<file path="config.mk">
export PLATFORM = sky130hd
export DESIGN_NAME = mdio_master
export DESIGN_NICKNAME = d
export VERILOG_FILES = /design/src/rtl/mdio_pkg.sv /design/src/rtl/mdio_clkdiv.sv /design/src/rtl/mdio_hold.sv /design/src/rtl/mdio_seq.sv /design/src/rtl/mdio_master.sv
export SDC_FILE = /design/constraint.sdc
export NUM_CORES = 1
export LEC_CHECK = 0
export BUFFER_PORTS_ARGS = -buffer_cell sky130_fd_sc_hd__buf_2
export CELL_PAD_IN_SITES_DETAIL_PLACEMENT = 2
export CELL_PAD_IN_SITES_GLOBAL_PLACEMENT = 2
export CORE_ASPECT_RATIO = 0.6
export CORE_MARGIN = 4
export CORE_UTILIZATION = 25
export DETAILED_ROUTE_END_ITERATION = 10
export GPL_ROUTABILITY_DRIVEN = 1
export MAX_ROUTING_LAYER = met4
export PLACE_DENSITY = 0.68
export SYNTH_ARGS = -nofsm -noshare
export SYNTH_HDL_FRONTEND = slang
export SYNTH_SLANG_ARGS = --single-unit
export TNS_END_PERCENT = 1
</file>
<file path="constraint.sdc">
create_clock -name clk -period 6.3 [get_ports clk]
set_input_delay 0.63 -clock clk [delete_from_list [all_inputs] [get_ports clk]]
set_output_delay 0.63 -clock clk [all_outputs]
set_load 0.02 [all_outputs]
</file>
<file path="src/rtl/mdio_pkg.sv">
`timescale 1ns/1ps
package mdio_pkg;
    localparam int FRAME_W  = 32;
    localparam int PRE_LEN  = 32;
    localparam int DATA_W   = 16;
    localparam int IDX_W    = $clog2(PRE_LEN + FRAME_W + 1);
    localparam int POS_W    = $clog2(FRAME_W);
    localparam int OP_MSB   = 29;
    localparam int REL_POS  = FRAME_W - DATA_W - 1;   // second turnaround bit
    localparam int CAP_POS  = FRAME_W - DATA_W;       // first data bit
    localparam logic [1:0] OP_WR = 2'b01;
    localparam logic [1:0] OP_RD = 2'b10;

    typedef struct packed {
        logic             busy;
        logic             npre;
        logic [IDX_W-1:0] idx;
        logic             o;
        logic             oe;
    } seq_st_t;

    // Drive pair {oe, o} for serial position idx of a transfer
    function automatic logic [1:0] frame_drive(input logic [FRAME_W-1:0] w,
                                               input logic npre,
                                               input logic [IDX_W-1:0] idx);
        logic [1:0]       res;
        logic [IDX_W-1:0] f;
        logic [POS_W-1:0] pos;
        logic             rd;
        rd  = (w[OP_MSB -: 2] == OP_RD);
        f   = npre ? idx : idx - IDX_W'(PRE_LEN);
        pos = POS_W'(FRAME_W - 1) - f[POS_W-1:0];
        if (!npre && idx < IDX_W'(PRE_LEN))
            res = 2'b11;
        else if (rd && f >= IDX_W'(REL_POS))
            res = 2'b00;
        else
            res = {1'b1, w[pos]};
        return res;
    endfunction
endpackage

</file>
<file path="src/rtl/mdio_clkdiv.sv">
`timescale 1ns/1ps
module mdio_clkdiv #(
    parameter int DIV_W = 6
) (
    input  logic             clk,
    input  logic             rst_n,
    input  logic             run,
    input  logic [DIV_W-1:0] div_val,
    output logic             mdc,
    output logic             rise_tick,
    output logic             fall_tick
);
    typedef struct packed {
        logic [DIV_W-1:0] cnt;
        logic             mdc;
    } div_st_t;

    div_st_t st_q, st_d;
    logic    wrap;

    always_comb begin
        st_d = st_q;
        wrap = run && (st_q.cnt == div_val);
        if (!run) begin
            st_d.cnt = '0;
            st_d.mdc = 1'b0;
        end else if (wrap) begin
            st_d.cnt = '0;
            st_d.mdc = ~st_q.mdc;
        end else begin
            st_d.cnt = st_q.cnt + 1'b1;
        end
    end

    always_ff @(posedge clk or negedge rst_n) begin
        if (!rst_n) st_q <= '0;
        else        st_q <= st_d;
    end

    assign mdc       = st_q.mdc;
    assign rise_tick = wrap && !st_q.mdc;
    assign fall_tick = wrap &&  st_q.mdc;
endmodule

</file>
<file path="src/rtl/mdio_hold.sv">
`timescale 1ns/1ps
module mdio_hold #(
    parameter int HOLD_W = 3
) (
    input  logic              clk,
    input  logic              rst_n,
    input  logic [HOLD_W-1:0] sel,
    input  logic              o_in,
    input  logic              oe_in,
    output logic              o_out,
    output logic              oe_out
);
    localparam int DEPTH = (1 << HOLD_W) - 1;

    logic [1:0] tap [0:DEPTH];

    assign tap[0] = {oe_in, o_in};

    for (genvar k = 1; k <= DEPTH; k++) begin : g_stage
        logic [1:0] stage_d, stage_q;
        always_comb stage_d = tap[k-1];
        always_ff @(posedge clk or negedge rst_n) begin
            if (!rst_n) stage_q <= '0;
            else        stage_q <= stage_d;
        end
        assign tap[k] = stage_q;
    end

    assign {oe_out, o_out} = tap[sel];
endmodule

</file>
<file path="src/rtl/mdio_seq.sv">
`timescale 1ns/1ps
module mdio_seq
    import mdio_pkg::*;
(
    input  logic               clk,
    input  logic               rst_n,
    input  logic               start,
    input  logic               pre_off,
    input  logic [FRAME_W-1:0] word,
    input  logic               rise_tick,
    input  logic               fall_tick,
    output logic               busy,
    output logic               o,
    output logic               oe,
    output logic               done_pulse,
    output logic               cap_en
);
    seq_st_t          st_q, st_d;
    logic [IDX_W-1:0] last_idx;
    logic [IDX_W-1:0] fidx;
    logic [IDX_W-1:0] nxt_idx;
    logic             in_frame;
    logic             is_read;

    always_comb begin
        last_idx   = st_q.npre ? IDX_W'(FRAME_W - 1) : IDX_W'(PRE_LEN + FRAME_W - 1);
        fidx       = st_q.npre ? st_q.idx : st_q.idx - IDX_W'(PRE_LEN);
        in_frame   = st_q.npre || (st_q.idx >= IDX_W'(PRE_LEN));
        is_read    = (word[OP_MSB -: 2] == OP_RD);
        nxt_idx    = st_q.idx + 1'b1;
        done_pulse = st_q.busy && fall_tick && (st_q.idx == last_idx);
        cap_en     = st_q.busy && rise_tick && is_read && in_frame
                     && (fidx >= IDX_W'(CAP_POS));

        st_d = st_q;
        if (start) begin
            st_d.busy          = 1'b1;
            st_d.npre          = pre_off;
            st_d.idx           = '0;
            {st_d.oe, st_d.o}  = frame_drive(word, pre_off, '0);
        end else if (done_pulse) begin
            st_d.busy = 1'b0;
            st_d.idx  = '0;
            st_d.o    = 1'b0;
            st_d.oe   = 1'b0;
        end else if (st_q.busy && fall_tick) begin
            st_d.idx           = nxt_idx;
            {st_d.oe, st_d.o}  = frame_drive(word, st_q.npre, nxt_idx);
        end
    end

    always_ff @(posedge clk or negedge rst_n) begin
        if (!rst_n) st_q <= '0;
        else        st_q <= st_d;
    end

    assign busy = st_q.busy;
    assign o    = st_q.o;
    assign oe   = st_q.oe;
endmodule

</file>
<file path="src/rtl/mdio_master.sv">
`timescale 1ns/1ps
module mdio_master
    import mdio_pkg::*;
#(
    parameter int DIV_W  = 6,
    parameter int HOLD_W = 3
) (
    input  logic               clk,
    input  logic               rst_n,
    input  logic               frame_we,
    input  logic [FRAME_W-1:0] frame_wdata,
    input  logic [DIV_W-1:0]   div_sel,
    input  logic               pre_off,
    input  logic [HOLD_W-1:0]  hold_sel,
    input  logic               done_clr,
    input  logic               mdio_i,
    output logic               mdc,
    output logic               mdio_o,
    output logic               mdio_oe,
    output logic               busy,
    output logic               done,
    output logic [FRAME_W-1:0] frame_rdata
);
    typedef struct packed {
        logic [FRAME_W-1:0] frame;
        logic [DIV_W-1:0]   div;
        logic [HOLD_W-1:0]  hold;
        logic               done;
    } top_st_t;

    top_st_t            st_q, st_d;
    logic               start;
    logic               seq_busy;
    logic               seq_o, seq_oe;
    logic               done_pulse, cap_en;
    logic               rise_tick, fall_tick;
    logic [FRAME_W-1:0] seq_word;

    always_comb begin
        start    = frame_we && !seq_busy && (div_sel != '0);
        seq_word = start ? frame_wdata : st_q.frame;

        st_d = st_q;
        if (start) begin
            st_d.frame = frame_wdata;
            st_d.div   = div_sel;
            st_d.hold  = hold_sel;
        end else if (cap_en) begin
            st_d.frame[DATA_W-1:0] = {st_q.frame[DATA_W-2:0], mdio_i};
        end

        if (done_pulse)    st_d.done = 1'b1;
        else if (done_clr) st_d.done = 1'b0;
    end

    always_ff @(posedge clk or negedge rst_n) begin
        if (!rst_n) st_q <= '0;
        else        st_q <= st_d;
    end

    mdio_clkdiv #(.DIV_W(DIV_W)) clkdiv_i (
        .clk       (clk),
        .rst_n     (rst_n),
        .run       (seq_busy),
        .div_val   (st_q.div),
        .mdc       (mdc),
        .rise_tick (rise_tick),
        .fall_tick (fall_tick)
    );

    mdio_seq seq_i (
        .clk        (clk),
        .rst_n      (rst_n),
        .start      (start),
        .pre_off    (pre_off),
        .word       (seq_word),
        .rise_tick  (rise_tick),
        .fall_tick  (fall_tick),
        .busy       (seq_busy),
        .o          (seq_o),
        .oe         (seq_oe),
        .done_pulse (done_pulse),
        .cap_en     (cap_en)
    );

    mdio_hold #(.HOLD_W(HOLD_W)) hold_i (
        .clk    (clk),
        .rst_n  (rst_n),
        .sel    (st_q.hold),
        .o_in   (seq_o),
        .oe_in  (seq_oe),
        .o_out  (mdio_o),
        .oe_out (mdio_oe)
    );

    assign busy        = seq_busy;
    assign done        = st_q.done;
    assign frame_rdata = st_q.frame;
endmodule

</file>
==> results.yml <==
sta:
  layout_min_cycle_time_ns: 3.62
  fin_crit_sh_pct: 57.5
  rsz0062_at_grt: "false"
  worstMarginPinSlew_ns: 0.989
  skew_ns: 0.00954
  relSlewSlack_pct: 34.0
  fmax_mhz: 276
  whs_ns: 0.370
  hold_viol_final: 0
  maxSlewViolCount: 0
  finalSetupTns_ns: 0
  setup_violations: 0
synthesis:
  synth-seq-cells: 74
  syn_inst: 387
  yosys-top-cells-area: "dfrtp_1 48%, nand2_1 9.8%, mux2i_1 5.7%, mux2_2 4.3%, mux4_2 4.1%"
  synth_nets: 439
  synth-main-ff-cell: "dfrtp_1"
  synth_top_area_share_pct: 47.6
  synth_edf_count: 0
  synth_area_leader_cell: "dfrtp_1"
  synth_area_sq_mm: 0.00389
  synthArstFlopShare_pct: 100
  netlist_top_cells_count: "101 x nand2_1, 74 x dfrtp_1, 22 x mux2i_1, 22 x o21ai_0, 15 x mux2_2"
  ys_seq_area_share_pct: 47.6
  yosys_warnings: 0
  synth_most_common_cell: "nand2_1"
  synth.avg_cell_area_sq_um: 10.0
  synth_cell_types: 50
floorplanning:
  pin_count: 84
  core_sq_mm: 0.0148
  die_y_um: 105
  fp.dieW_um: 169
  num_rows: 34
  initial_core_util_pct: 26.2
  dieArea_sq_mm: 0.0177
clock_tree:
  hold_buffers: 0
  post_cts_resized: 0
  cts_buffer_depth: 2
  cts_buffers: 9
  clk_pin_slew_ns: 0.06
  clockRootBuffer: "clkbuf_16"
  cts_max_level: 3
  clock_latency_ns: 0.34
  post_cts_buffers: 0
  cts_tree: "done"
  cts.sinks: 74
final_layout:
  final_util_pct: 32.1
  seq_area_sq_mm: 0.00185
  final_nets: 514
  postLayoutCellArea_sq_mm: 0.00476
  synthToLayoutAreaGrowth_pct: 22.6
  nFillCells: 1662
  multi_input_area_sq_mm: 0.00189
  stdcell_count: 665
  antenna_cells: 0
  drive_gt1_share_pct: 27.4
global_route:
  grtUsageTotal_pct: 14.9
  grt_start_max_net_pins: 75
  gr-total-overflow: 0
  antenna_found_initial: 0
  grt_pass1_vias: 3497
  grt_pass1_wl_mm: 20.2
setup_path:
  reg2regPathDepth: 9
  r2r-end: "seq_i.o"
  critPathMaxFanout: 18
  critPathMaxStageDelay_ns: 0.82
  cp-start-kind: "flop"
  cp_top_family: "simple AND/OR/NAND/NOR gates"
  cp.required_ns: 6.57
  timing.rr.start: "seq_i.st_q[2]"
  worstPathArrival_ns: 3.89
  endpoint_kind: "flop"
  cp.buffers_inverters: 1
  startpoint: "seq_i.st_q[2]"
  path_cells: "inv_1 -> ha_1 -> nor2b_1 -> nand2_1 -> mux2_2 -> a41oi_1 -> a222oi_1 -> and4b_1 -> o21ai_1"
  path_class: "reg -> reg"
  rrSetupSlack_ns: 2.68
  slowest_stage: "nor2b_1"
drt:
  final_antenna_net_count: 0
  vias: 3192
  firstDrtPassIters: 4
  route.detailed.drc: 0
  wl_per_cell_um: 18.6
  avgViaCountPerCell: 4.80
  routed_wl_mm: 12.4
  drtIter0Drc: 114
run:
  cap_violations: 0
power:
  p_per_area_mw_per_mm2: 357
  ir_worst_vdd_mv: 0.108
  power.leakage_nw: 2.14
place:
  placed_area_sq_mm: 0.00446
  gp_congestion: 0.782
  io_buffers: 83
  placedCellCount: 649
  hpwl_mm: 9.28
outcome:
  status: "finished, final reports clean"
hold_path:
  whs_path_depth: 0
  min_path_type: "reg -> reg"
  min_from: "hold_i.g_stage[4].stage_q[0]"
  min_to: "hold_i.g_stage[5].stage_q[0]"
## stage by stage
stage / power (mW) / setup slack [ns]
after floorplan: 1.01 / 3.59
after global routing: 1.81 / 2.28
after detailed placement: 1.19 / 2.67
after CTS: 1.73 / 2.65
after global placement: 1.16 / 2.89
final: 1.70 / 2.68
## worst reg2reg max path: cells and delay by family (launching register included)
family,cells,cell delay (ns)
AO/OA/AOI/OAI,3,0.43
adder cells (fa/ha/maj),1,0.64
buffers and inverters,1,0.20
flip-flops,1,0.81
multiplexers,1,0.29
AND/OR/NAND/NOR,3,1.20
## cell usage in the layout (no fill, tap or decap), types with 3 or more instances in the layout
cell type,instances
nand2_1,101
buf_2,83
dfrtp_1,74
o21ai_0,22
mux2i_1,22
mux2_2,15
nor2_1,14
xnor2_1,12
inv_1,11
nand3_1,9
clkbuf_16,9
xor2_1,7
mux4_2,7
a22o_1,7
a22oi_1,5
ha_1,5
nor3_1,4
a31oi_1,4
a21oi_1,4
and2_1,3
a211oi_1,3
o21ai_1,3
clkbuf_1,3
## report_power, final
| part | switching (mW) | internal [mW] |
|---|---|---|
| Clock | 0.196 | 0.328 |
| Sequential | 0.109 | 0.578 |
| Combinational | 0.273 | 0.213 |
## metal layers
metal	vias to the layer above	global-route usage, %	wire, um
li1	1493	-	-
met1	1622	21.8	6450
met2	67	20.8	5150
met3	10	3.96	690
met4	0	2.78	89
met5	-	-	0
## area by class of cell
cell class	count	area share, %
inverters	11	0.867
multi-input cells	281	39.7
well taps	198	5.20
repair buffers	85	9.04
clock inverters	2	0.735
clock buffers	14	5.54
flip-flops and latches	74	38.9
## registers in the layout, summed over array words and instances (netlist names), 6 cells and up
signal / cells
frame_rdata: 32
clkdiv_i.st_q: 6
st_q: 9
hold_i.g_stage.stage_q: 14
seq_i.st_q: 8
## logic make-up after synthesis
group | share of synthesized area, %
xor gates and xnor gates | 4.28
AOI/OAI and AO/OA | 11.6
DFF | 47.6
muxes | 14.1
and+or+nand+nor | 16.9
buffers and inverters | 3.64
adders and majority gates | 1.87
## worst max-delay path by stage
stage	cells after the start	end
after floorplan	12	seq_i.o
after global placement	9	seq_i.o
after detailed placement	9	seq_i.o
after CTS	9	seq_i.o
after global routing	9	seq_i.o
final	9	seq_i.o
Note: power is estimated with default switching activity, not from simulation.
